File: config.mk
export PLATFORM = sky130hd
export DESIGN_NAME = spi_burst_seq
export DESIGN_NICKNAME = d
export VERILOG_FILES = /design/src/rtl/spi_seq_pkg.sv /design/src/rtl/spi_byte_shifter.sv /design/src/rtl/spi_burst_seq.sv
export SDC_FILE = /design/constraint.sdc
export NUM_CORES = 1
export LEC_CHECK = 0
export BUFFER_PORTS_ARGS = -buffer_cell sky130_fd_sc_hd__clkbuf_2
export CORE_ASPECT_RATIO = 2
export CORE_MARGIN = 8
export CORE_UTILIZATION = 50
export CTS_CLUSTER_SIZE = 14
export DETAILED_ROUTE_END_ITERATION = 8
export GPL_TIMING_DRIVEN = 0
export PLACE_DENSITY_LB_ADDON = 0.12
export SYNTH_ARGS = -nofsm -noshare
export SYNTH_HDL_FRONTEND = slang
export SYNTH_HIERARCHICAL = 1
export SYNTH_SLANG_ARGS = --single-unit
File: constraint.sdc
create_clock -name clk -period 2.8 [get_ports clk]
set_clock_uncertainty 0.1 [all_clocks]
set_input_delay 0.14 -clock clk [delete_from_list [all_inputs] [get_ports clk]]
set_output_delay 0.14 -clock clk [all_outputs]
set_load 0.02 [all_outputs]
File: src/rtl/spi_seq_pkg.sv
package spi_seq_pkg;
    typedef enum logic [2:0] {
        ST_IDLE,
        ST_LOAD,
        ST_SEND,
        ST_WAIT,
        ST_STORE
    } seq_state_t;

    localparam int unsigned WORD_W = 32;
    localparam int unsigned BYTE_W = 8;
endpackage

File: src/rtl/spi_byte_shifter.sv
module spi_byte_shifter #(
    parameter int unsigned HALF_DIV = 2
) (
    input  logic       clk,
    input  logic       rst_n,
    input  logic       go,
    input  logic [7:0] tx_byte,
    input  logic       miso,
    output logic       sclk,
    output logic       mosi,
    output logic       byte_done,
    output logic [7:0] rx_byte
);
    localparam int unsigned CNT_W = (HALF_DIV > 1) ? $clog2(HALF_DIV) : 1;
    localparam logic [CNT_W-1:0] CNT_LAST = CNT_W'(HALF_DIV - 1);

    logic             active;
    logic [CNT_W-1:0] cnt;
    logic [2:0]       bit_cnt;
    logic [7:0]       sh_tx;
    logic [7:0]       sh_rx;
    logic             tick;

    assign tick    = active && (cnt == CNT_LAST);
    assign mosi    = sh_tx[7];
    assign rx_byte = sh_rx;

    always_ff @(posedge clk or negedge rst_n) begin
        if (!rst_n) begin
            active    <= 1'b0;
            cnt       <= '0;
            bit_cnt   <= '0;
            sh_tx     <= '0;
            sh_rx     <= '0;
            sclk      <= 1'b0;
            byte_done <= 1'b0;
        end else begin
            byte_done <= 1'b0;
            if (!active) begin
                if (go) begin
                    active  <= 1'b1;
                    sh_tx   <= tx_byte;
                    cnt     <= '0;
                    bit_cnt <= '0;
                    sclk    <= 1'b0;
                end
            end else if (tick) begin
                cnt <= '0;
                if (!sclk) begin
                    sclk  <= 1'b1;
                    sh_rx <= {sh_rx[6:0], miso};
                end else begin
                    sclk <= 1'b0;
                    if (bit_cnt == 3'd7) begin
                        active    <= 1'b0;
                        byte_done <= 1'b1;
                    end else begin
                        bit_cnt <= bit_cnt + 3'd1;
                        sh_tx   <= {sh_tx[6:0], 1'b0};
                    end
                end
            end else begin
                cnt <= cnt + CNT_W'(1);
            end
        end
    end

    assert_sclk_idle_low_R10: assert property (@(posedge clk) disable iff (!rst_n)
        !active |-> !sclk);
    assert_sclk_steady_R10: assert property (@(posedge clk) disable iff (!rst_n)
        (active && !tick) |=> $stable(sclk));
endmodule

File: src/rtl/spi_burst_seq.sv
module spi_burst_seq
    import spi_seq_pkg::*;
#(
    parameter int unsigned NUM_CS   = 4,
    parameter int unsigned LEN_W    = 12,
    parameter int unsigned HALF_DIV = 2,
    localparam int unsigned CSEL_W  = (NUM_CS > 1) ? $clog2(NUM_CS) : 1
) (
    input  logic              clk,
    input  logic              rst_n,
    input  logic              ctrl_wr,
    input  logic              ctrl_xch,
    input  logic              ctrl_imm,
    input  logic [LEN_W-1:0]  ctrl_len,
    input  logic [CSEL_W-1:0] ctrl_chan,
    input  logic [NUM_CS-1:0] ctrl_master,
    input  logic [NUM_CS-1:0] ctrl_wave,
    input  logic              txd_wr,
    input  logic              clr_done,
    input  logic              clr_ovf,
    input  logic              tx_empty,
    input  logic [31:0]       tx_data,
    output logic              tx_pop,
    input  logic              rx_full,
    output logic              rx_push,
    output logic [31:0]       rx_data,
    output logic              xch_out,
    output logic              done_flag,
    output logic              ovf_flag,
    output logic [NUM_CS-1:0] cs_n,
    output logic              sclk,
    output logic              mosi,
    input  logic              miso
);
    localparam int unsigned REM_W = LEN_W + 2;
    localparam logic signed [REM_W-1:0] REM_ZERO  = '0;
    localparam logic signed [REM_W-1:0] REM_BYTE  = REM_W'(BYTE_W);
    localparam logic signed [REM_W-1:0] REM_WORD  = REM_W'(WORD_W);
    localparam logic signed [6:0]       WL_BYTE   = 7'sd8;

    seq_state_t state, state_nx;

    logic              imm_q, xch_q;
    logic [LEN_W-1:0]  len_q;
    logic [CSEL_W-1:0] chan_q;
    logic [NUM_CS-1:0] master_q, wave_q;
    logic              done_q, ovf_q;
    logic [NUM_CS-1:0] cs_q;

    logic signed [REM_W-1:0] rem_q, rem_eff;
    logic signed [6:0]       word_left;
    logic [31:0]             word_sh, rx_acc;
    logic [1:0]              byte_idx;

    logic is_master, multi_mode, start_req, last_byte, burst_over;
    logic go, byte_done;
    logic [7:0] rx_byte;

    assign is_master  = master_q[chan_q];
    assign multi_mode = is_master && !imm_q && wave_q[chan_q];
    assign start_req  = (txd_wr && is_master && imm_q)
                     || (ctrl_wr && ctrl_master[ctrl_chan] && ctrl_imm && !imm_q && !tx_empty)
                     || (ctrl_wr && ctrl_master[ctrl_chan] && ctrl_xch && !xch_q && !ctrl_imm);
    assign rem_eff    = (rem_q > REM_ZERO) ? rem_q
                      : $signed({2'b00, len_q} + {{(REM_W-1){1'b0}}, 1'b1});
    assign last_byte  = (word_left <= WL_BYTE);
    assign burst_over = (rem_q <= REM_ZERO) && !multi_mode;

    // state register
    always_ff @(posedge clk or negedge rst_n) begin
        if (!rst_n) state <= ST_IDLE;
        else        state <= state_nx;
    end

    // transitions
    always_comb begin
        state_nx = state;
        unique case (state)
            ST_IDLE:  if (start_req) state_nx = ST_LOAD;
            ST_LOAD:  state_nx = tx_empty ? ST_IDLE : ST_SEND;
            ST_SEND:  state_nx = ST_WAIT;
            ST_WAIT:  if (byte_done) state_nx = last_byte ? ST_STORE : ST_SEND;
            ST_STORE: state_nx = burst_over ? ST_IDLE : ST_LOAD;
            default:  state_nx = ST_IDLE;
        endcase
    end

    assign tx_pop  = (state == ST_LOAD) && !tx_empty;
    assign rx_push = (state == ST_STORE) && !rx_full;
    assign go      = (state == ST_SEND);
    assign rx_data = rx_acc;

    // outputs and datapath
    always_ff @(posedge clk or negedge rst_n) begin
        if (!rst_n) begin
            imm_q     <= 1'b0;
            xch_q     <= 1'b0;
            len_q     <= '0;
            chan_q    <= '0;
            master_q  <= '0;
            wave_q    <= '0;
            done_q    <= 1'b0;
            ovf_q     <= 1'b0;
            cs_q      <= '1;
            rem_q     <= '0;
            word_left <= '0;
            word_sh   <= '0;
            rx_acc    <= '0;
            byte_idx  <= '0;
        end else begin
            if (clr_done) done_q <= 1'b0;
            if (clr_ovf)  ovf_q  <= 1'b0;
            if (ctrl_wr) begin
                imm_q    <= ctrl_imm;
                xch_q    <= ctrl_xch;
                len_q    <= ctrl_len;
                chan_q   <= ctrl_chan;
                master_q <= ctrl_master;
                wave_q   <= ctrl_wave;
                if (ctrl_master[ctrl_chan])
                    cs_q <= ~(NUM_CS'(1) << ctrl_chan);
            end
            unique case (state)
                ST_IDLE: ;
                ST_LOAD: begin
                    if (tx_empty) begin
                        done_q <= 1'b1;
                        xch_q  <= 1'b0;
                    end else begin
                        rem_q     <= rem_eff;
                        word_left <= (rem_eff > REM_WORD) ? 7'sd32 : rem_eff[6:0];
                        word_sh   <= tx_data;
                        rx_acc    <= '0;
                        byte_idx  <= '0;
                        if ((rem_q <= REM_ZERO) && multi_mode) xch_q <= 1'b1;
                    end
                end
                ST_SEND: ;
                ST_WAIT: begin
                    if (byte_done) begin
                        rx_acc[{byte_idx, 3'b000} +: 8] <= rx_byte;
                        byte_idx  <= byte_idx + 2'd1;
                        word_sh   <= {8'h00, word_sh[31:8]};
                        word_left <= word_left - WL_BYTE;
                        rem_q     <= rem_q - REM_BYTE;
                    end
                end
                ST_STORE: begin
                    if (rx_full) ovf_q <= 1'b1;
                    if (burst_over) begin
                        done_q <= 1'b1;
                        if (tx_empty) xch_q <= 1'b0;
                    end
                end
                default: ;
            endcase
        end
    end

    assign xch_out   = xch_q;
    assign done_flag = done_q;
    assign ovf_flag  = ovf_q;
    assign cs_n      = cs_q;

    spi_byte_shifter #(.HALF_DIV(HALF_DIV)) u_shift (
        .clk       (clk),
        .rst_n     (rst_n),
        .go        (go),
        .tx_byte   (word_sh[7:0]),
        .miso      (miso),
        .sclk      (sclk),
        .mosi      (mosi),
        .byte_done (byte_done),
        .rx_byte   (rx_byte)
    );

    assert_cs_select_R9: assert property (@(posedge clk) disable iff (!rst_n)
        (ctrl_wr && ctrl_master[ctrl_chan]) |=> !cs_n[$past(ctrl_chan)]);
    assert_no_overflow_R4: assert property (@(posedge clk) disable iff (!rst_n)
        (state == ST_STORE && rx_full) |=> ovf_flag);
    assert_empty_ends_R6: assert property (@(posedge clk) disable iff (!rst_n)
        (state == ST_LOAD && tx_empty) |=> (!xch_out && done_flag && state == ST_IDLE));
    assert_pop_then_send_R2: assert property (@(posedge clk) disable iff (!rst_n)
        tx_pop |=> (state == ST_SEND));
    assert_busy_holds_R11: assert property (@(posedge clk) disable iff (!rst_n)
        (state == ST_WAIT && !byte_done) |=> (state == ST_WAIT));
endmodule

==> results.env, run 1 <==
SETUP.WORST_PATH.END_CLASS='flip-flop'
GRT_SETUP_UNREPAIRED='no'
POWER.COMBINATIONAL.FRACTION_PCT=34.5
FINAL_MIN_PERIOD_OVER_CLOCK_PERIOD_PCT=91.1
INTERNAL_POWER_mW=5.16
AREA_DELTA_SYNTH_FINAL_PCT=28.9
NUMBER_OF_I_O_PINS=108
BUSIEST_LAYER='met2'
CAP_VIOLATIONS=0
CTS_HTREE_LEVELS=4
CLOCK_POWER_SHARE_PCT=26.4
CRITICAL_PATH.MAX_FANOUT=7
CPMAXSTAGEDELAYCELL='sky130_fd_sc_hd__dfrtp_1'
TIMING.CRITICAL_PATH.CELLS='ha_1 -> nand3_1 -> or3_1 -> o32ai_1 -> a21oi_1 -> o32a_1'
WORST_SETUP_PATH_TYPE='reg -> reg'
FINAL_CELL_MIX='sky130_fd_sc_hd__dfrtp_1 (139), sky130_fd_sc_hd__nand2_1 (129), sky130_fd_sc_hd__clkbuf_2 (107)'
TIMING_MAX_TRANSITION_VIOLATIONS_FINAL=0
P_SWITCHING_mW=3.16
NUMBER_OF_ANTENNA_VIOLATIONS_AT_THE_FIRST_CHECK_IN_GLOBAL_ROUTING=0
DIEWIDTH_UM=98.6
CTS_REPAIR_RESIZE_COUNT=0
CLKLATENCYLATEPIN_NS=0.42
ANT_NETS=0
AVGSYNTHCELLAREA_UM2=10.2
CTS.ROOT.BUFFER_CELL='sky130_fd_sc_hd__clkbuf_16'
GPL.FINAL_WEIGHTED_CONGESTION=0.880
SYNTH_AREA_UM2=6830
CLK_TRANSITION_REPORTED_PATHS_NS=0.06
DRT_FIRST_PASS_ITERS=6
CP.ARRIVAL_NS=2.76
ROUTED_WIRE_LENGTH_UM=18000
CTS_INSERTED_BUFFERS=17
HP_CLASS='in -> async'
GLOBAL_ROUTE.USAGE.TOTAL_PCT=20.8
GRT.MET3_USAGE_PCT=4.31
YOSYS_REG_BITS=143
VIASPERCELL=5.55
SYNTH-EDFF-COUNT=0
CP_DATA_REQUIRED_TIME_NS=3.00
DESIGN.DIE.AREA_UM2=17900
CTS.PATH.MAX_BUFFERS=2
POWER.LEAKAGE_nW=4.09
IO_BUFFERS=107
GLOBAL_ROUTE.OVERFLOW_TOTAL=0
GRT_PASS1_WL_UM=29500
SEQ_POWER_SHARE_PCT=39.1
FINALCRITICALPERIOD_NS=2.55
DRC=0
FINAL_NETS=934
INITIAL_UTILIZATION_PCT=50.8
CLOCK_SINKS=143
POWER_PER_CELL_AREA_nW_PER_UM2=945
USE_MET1_PCT=20.5
TRITONCTS_CLOCK_TREE='yes'
FIN_TOTAL_PWR_mW=8.31
FINALSETUPTNS_NS=0
DRIVE_GT1_SHARE_PCT=25.5
SYN_INST_COUNT=670
YS.FLOP_TYPE='sky130_fd_sc_hd__dfrtp_1'
IR_DROP_uV=534
HEIGHT_OF_THE_CHIP_UM=181
POSTPLACECELLAREA_UM2=7590
SWITCHING_SHARE_PCT=38.0
ROUTEDWLPERCELL_UM=17.4
YS_TYPES=68
CRIT_BUF_INV=0
GRT_PASS1_VIAS=5996
SYNTH_ASYNC_RESET_RATIO_PCT=100
SYNTH.NET_COUNT=744
TIMING.CRITICAL_PATH.MAX_DELAY_FAMILY='compound AO/OA/AOI/OAI gates'
GRTUSAGEMET2_PCT=39.9
FMAX_MHz=392
STATUS='finished, final reports clean'
FINAL-SETUP-VIOL-COUNT=0
SETUP.WORST_PATH.START_CLASS='flip-flop'
CRIT_PATH_MAX_INCR_DELAY_NS=0.46
LARGEST_NET_DEGREE_AT_THE_START_OF_GLOBAL_ROUTING=114
DR.FIRST_ITER.DRC_COUNT=253
HOLD_VIOLATIONS=0
WORST-SLEW-PIN-TRANSITION_NS=1.04
SEQUENTIAL_ELEMENT_SHARE_OF_THE_SYNTHESIZED_AREA_PCT=52.5
YOSYS_WARNINGS=6
HPWLAFTERDP_UM=13000
TIMING.SLEW.HEADROOM_PCT=30.1
LEADING_CELL_TYPE_IN_THE_LAYOUT_FILL_AND_TAPS_EXCLUDED='sky130_fd_sc_hd__dfrtp_1'
FIN_AREA_UM2=8800
FP.COREAREA_UM2=13400
NUM_ROWS=60
NUM_VIAS=5706
## kinds of logic after synthesis
| group | Yosys count | synth area share (%) |
|---|---|---|
| AOI/OAI and AO/OA | 138 | 13.5 |
| xor gates and xnor gates | 13 | 1.67 |
| adders and majority gates | 9 | 1.65 |
| buffers and inverters | 53 | 3.50 |
| DFF | 143 | 52.5 |
| muxes | 51 | 9.22 |
| and+or+nand+nor | 263 | 18.0 |
## cells in the mapped netlist (all sizes together) (4+ instances only)
cell	number	area share, %
o22ai	4	0.37
xnor2	9	1.2
buf	19	1.6
a22o	16	2.1
dfrtp	139	51
ha	9	1.6
inv	20	1.1
mux2	44	7.6
mux2i	4	0.59
xor2	4	0.51
clkbuf	14	0.79
a221oi	7	0.90
nand3	25	2.0
a31oi	27	2.5
or3	4	0.37
a21oi	15	1.3
dfstp	4	1.5
nor2	60	3.3
nor3	11	0.88
nand2	131	7.5
o21ai	44	3.2
and3	4	0.37
nor4	7	0.86
## registers in the layout, indices dropped and copies added (netlist names), 2 cells and up
signal,cells
byte_idx,2
chan_q,2
cs_n,4
len_q,12
master_q,4
rem_q,14
rx_data,32
state,3
u_shift/bit_cnt,3
u_shift/rx_byte,8
u_shift/sh_tx,8
wave_q,4
word_left,7
word_sh,32
## repair_timing
action,in CTS,in global routing
hold buffers,63,0
setup buffers,0,0
endpoints found under the hold margin,206,0
## metal layers
metal,part of all wire (%),up-vias
met1,36,2770
li1,-,2765
met2,58,135
met4,2.7,0
met3,3.2,36
met5,0,-
## worst reg2reg max path, stage by stage (launching register included)
cell and delay [ns]:
sky130_fd_sc_hd__dfrtp_1 0.46, sky130_fd_sc_hd__ha_1 0.29, sky130_fd_sc_hd__nand3_1 0.19, sky130_fd_sc_hd__or3_1 0.39, sky130_fd_sc_hd__o32ai_1 0.37, sky130_fd_sc_hd__a21oi_1 0.26
sky130_fd_sc_hd__o32a_1 0.38
## cell type report
class | instances | area, µm²
buffer | 33 | 164
fill | 1094 | 4640
inverter | 20 | 75.1
antenna | 1 | 2.50
tap | 155 | 194
multi-input combinational | 474 | 3000
clock buffer | 18 | 429
clock inverter | 14 | 145
sequential | 143 | 3580
timing repair buffer | 171 | 1200
## power by group through the flow
| stage | registers [mW] | logic [mW] | clock network [mW] |
|---|---|---|---|
| floorplan | 3.20 | 2.00 | 0 |
| global placement | 3.24 | 2.71 | 0 |
| detailed placement | 3.27 | 2.80 | 0 |
| CTS | 3.24 | 2.89 | 2.25 |
| global route | 3.33 | 3.22 | 2.32 |
| finish | 3.25 | 2.87 | 2.20 |
## metrics by stage
step / setup WS [ns] / utilization [%] / hold slack [ns] / instances
2_1_floorplan: 0.730 / - / -0.256 / 670
3_3_place_gp: -0.791 / 56.2 / 0.219 / 932
4_1_cts: 0.223 / 65.5 / 0.0393 / 1028
3_5_place_dp: 0.235 / 56.5 / -0.0502 / 933
5_1_grt: 0.0708 / 65.5 / 0.0880 / 1028
6_report: 0.248 / 65.5 / 0.0636 / 1029
## path summary, 6_finish.rpt
kind,endpoint,slack [ns],start,cells after the start
setup / recovery,word_left[5]$_DFFE_PN0P_,0.25,len_q[0]$_DFFE_PN0P_,6
hold / removal,rx_data[25]$_DFFE_PN0P_,0.06,rst_n,2
setup reg to reg,word_left[5]$_DFFE_PN0P_,0.25,len_q[0]$_DFFE_PN0P_,6
hold reg to reg,rx_data[26]$_DFFE_PN0P_,0.38,rx_data[26]$_DFFE_PN0P_,2
max in group asynchronous,word_sh[29]$_DFFE_PN0P_,1.69,rst_n,3
min in group clk,cs_n[2]$_DFFE_PN1P_,0.08,ctrl_wr,4
Note: power is estimated with default switching activity, not from simulation.
==> inputs of run 2 (changes only) <==
ABC_AREA = 1   (was unset)
==> results.env, run 2 <==
HP_CLASS='in -> reg'
YS.FLOP_TYPE='sky130_fd_sc_hd__dfrtp_1'
TIMING_MAX_TRANSITION_VIOLATIONS_FINAL=0
VIASPERCELL=5.14
HOLD_VIOLATIONS=0
USE_MET1_PCT=24.2
HPWLAFTERDP_UM=13000
YOSYS_WARNINGS=6
LEADING_CELL_TYPE_IN_THE_LAYOUT_FILL_AND_TAPS_EXCLUDED='sky130_fd_sc_hd__nand2_1'
CP_DATA_REQUIRED_TIME_NS=2.56
DIEWIDTH_UM=101
CLOCK_SINKS=143
GRT_PASS1_WL_UM=31500
GPL.FINAL_WEIGHTED_CONGESTION=0.882
IR_DROP_uV=445
GRT.MET3_USAGE_PCT=4.89
CLK_TRANSITION_REPORTED_PATHS_NS=0.06
TIMING.CRITICAL_PATH.MAX_DELAY_FAMILY='buffers and inverters'
BUSIEST_LAYER='met2'
DRIVE_GT1_SHARE_PCT=18.8
POWER.LEAKAGE_nW=4.57
FIN_TOTAL_PWR_mW=4.68
DR.FIRST_ITER.DRC_COUNT=344
ROUTEDWLPERCELL_UM=14.5
CTS.ROOT.BUFFER_CELL='sky130_fd_sc_hd__clkbuf_16'
DESIGN.DIE.AREA_UM2=18600
LAYOUTNONFILLERINSTCOUNT=1271
TIMING.SLEW.HEADROOM_PCT=51.9
HOLD-WORST-SLACK_NS=0.0240
CRITICAL_PATH.MAX_FANOUT=10
CTS_HTREE_LEVELS=4
CTS_REPAIR_RESIZE_COUNT=0
FINAL_NETS=1140
NUMBER_OF_I_O_PINS=108
YOSYS.AREA.TOP_TYPE='sky130_fd_sc_hd__dfrtp_1'
TRITONCTS_CLOCK_TREE='yes'
DRC=0
SYNTH.MOST_COMMON_CELL='sky130_fd_sc_hd__nand2_1'
CTS.PATH.MAX_BUFFERS=2
SYNTH.NET_COUNT=951
TIMING.CRITICAL_PATH.CELLS='nor2_4 -> nand2_2 -> nor2_4 -> clkbuf_1 -> buf_2 -> clkbuf_2'
ANT_NETS=0
POWER.COMBINATIONAL.FRACTION_PCT=8.0
FMAX_MHz=413
WORST_SETUP_PATH_TYPE='reg -> out'
AVGSYNTHCELLAREA_UM2=8.14
FINAL-SETUP-VIOL-COUNT=0
LARGEST_NET_DEGREE_AT_THE_START_OF_GLOBAL_ROUTING=115
CRIT_BUF_INV=3
SYNTH_TOP_CELL_AREA_SHARE_PCT=48.7
GLOBAL_ROUTE.OVERFLOW_TOTAL=0
NUMBER_OF_ANTENNA_VIOLATIONS_AT_THE_FIRST_CHECK_IN_GLOBAL_ROUTING=0
STATUS='finished, final reports clean'
WORST-SLEW-PIN-TRANSITION_NS=0.716
SYN_INST_COUNT=877
POSTLAYOUTCOREUTIL_PCT=64.4
CPMAXSTAGEDELAYCELL='sky130_fd_sc_hd__dfrtp_1'
FP.COREAREA_UM2=14200
FINALCRITICALPERIOD_NS=2.42
INITIAL_UTILIZATION_PCT=50.3
POWER_PER_CELL_AREA_nW_PER_UM2=512
AREA_DELTA_SYNTH_FINAL_PCT=28.0
FINAL_MIN_PERIOD_OVER_CLOCK_PERIOD_PCT=86.5
CLOCK_POWER_SHARE_PCT=45.8
CP.ARRIVAL_NS=2.18
GRTUSAGEMET2_PCT=37.3
P_SWITCHING_mW=1.20
GLOBAL_ROUTE.USAGE.TOTAL_PCT=21.3
NUM_ROWS=62
CLKLATENCYLATEPIN_NS=0.42
SYNTH_AREA_UM2=7140
CRIT_PATH_MAX_INCR_DELAY_NS=0.43
SETUP.WORST_PATH.END_CLASS='output pin'
IO_BUFFERS=106
SYNTH-EDFF-COUNT=0
GRT_PASS1_VIAS=6697
CRITICAL_PATH.MOST_COMMON_CELL='sky130_fd_sc_hd__nor2_4'
SEQ_POWER_SHARE_PCT=46.2
GRT_SETUP_UNREPAIRED='no'
SWITCHING_SHARE_PCT=25.6
YOSYS_REG_BITS=143
CTS_INSERTED_BUFFERS=17
FINAL_CELL_MIX='sky130_fd_sc_hd__nand2_1 (241), sky130_fd_sc_hd__dfrtp_1 (139), sky130_fd_sc_hd__clkbuf_2 (105)'
YS_TYPES=43
NUM_VIAS=6535
HEIGHT_OF_THE_CHIP_UM=185
SETUP.WORST_PATH.START_CLASS='flip-flop'
PLACE.DETAILED.INSTANCES=1176
NETLIST_TOP_CELLS_COUNT='sky130_fd_sc_hd__nand2_1 (241), sky130_fd_sc_hd__dfrtp_1 (139), sky130_fd_sc_hd__inv_1 (94)'
CAP_VIOLATIONS=0
DRT_FIRST_PASS_ITERS=4
POST_SYNTH_MAIN_AREA_CONTRIBUTORS='sky130_fd_sc_hd__dfrtp_1 (49%), sky130_fd_sc_hd__nand2_1 (13%), sky130_fd_sc_hd__o21ai_0 (6.0%)'
ANTENNA-DIODE-COUNT=0
SYNTH_ASYNC_RESET_RATIO_PCT=100
ROUTED_WIRE_LENGTH_UM=18400
INTERNAL_POWER_mW=3.49
SEQUENTIAL_ELEMENT_SHARE_OF_THE_SYNTHESIZED_AREA_PCT=50.2
run 2: cell count changes in the layout (fill, tap and decap cells not counted), moves of 14 or more:
cell	before	now
sky130_fd_sc_hd__o31ai_1	1	15
sky130_fd_sc_hd__a22o_1	16	0
sky130_fd_sc_hd__nand3_1	24	61
sky130_fd_sc_hd__a31oi_1	27	9
sky130_fd_sc_hd__a21oi_1	13	28
sky130_fd_sc_hd__nand2_1	129	241
sky130_fd_sc_hd__mux2_2	37	7
sky130_fd_sc_hd__inv_1	19	94
sky130_fd_sc_hd__o21ai_0	40	86
run 2: path summary, 6_finish.rpt:
kind                                    startpoint  depth (start not counted)                             end  slack, ns
min                                        ctrl_wr                          2           wave_q[3]$_DFFE_PN0P_       0.02
max in group asynchronous                    rst_n                          3  u_shift/rx_byte[5]$_DFFE_PN0P_       1.70
min in group asynchronous                    rst_n                          2           wave_q[0]$_DFFE_PN0P_       0.07
max reg2reg                byte_idx[0]$_DFFE_PN0P_                          6          rx_data[1]$_DFFE_PN0P_       0.41
max                           state[2]$_DFFE_PN0P_                          6                          tx_pop       0.38
min reg2reg                    cs_n[0]$_DFFE_PN1P_                          2             cs_n[0]$_DFFE_PN1P_       0.36
run 2: logic make-up after synthesis:
family | count (synthesis) | synth area share [%]
mux | 7 | 1.10
fa+ha+maj | 9 | 1.58
xor+xnor | 7 | 0.858
compound gates | 172 | 13.8
buf+inv | 138 | 8.41
flops | 143 | 50.2
simple gates | 401 | 24.0
run 2: cell type report:
type                    count  area [µm²]
fillers                  1291        5050
flip-flops and latches    143        3580
multi-input cells         596        2960
repair buffers            170        1200
clock buffers              18         439
inverters                 102         389
well taps                 192         240
plain buffers              36         211
clock inverters            14         124
run 2: per-stage QoR:
| stage | setup slack, ns | TNS [ns] | area, µm² |
|---|---|---|---|
| 2_1_floorplan | 0.811 | 0 | 7140 |
| 3_3_place_gp | -0.951 | -130.06 | 7910 |
| 3_5_place_dp | 0.380 | 0 | 7950 |
| 4_1_cts | 0.357 | 0 | 9140 |
| 5_1_grt | 0.118 | 0 | 9140 |
| 6_report | 0.378 | 0 | 9140 |
run 2: repair_timing:
item / in CTS / in global routing
endpoints found under the hold margin: 202 / 0
hold buffers: 63 / 0
setup buffers: 0 / 0
run 2: layer usage:
metal	part of all wire, %	up-vias
li1	-	3232
met1	41	3104
met2	52	162
met3	4.9	37
met4	2.3	0
met5	0	-
run 2: power by group through the flow:
stage,Sequential (mW),Clock [mW],Combinational [mW]
final,2.16,2.14,0.375
after floorplan,2.21,0,0.143
after global routing,2.17,2.27,0.423
after detailed placement,2.20,0,0.306
after CTS,2.16,2.19,0.377
after global placement,2.20,0,0.296
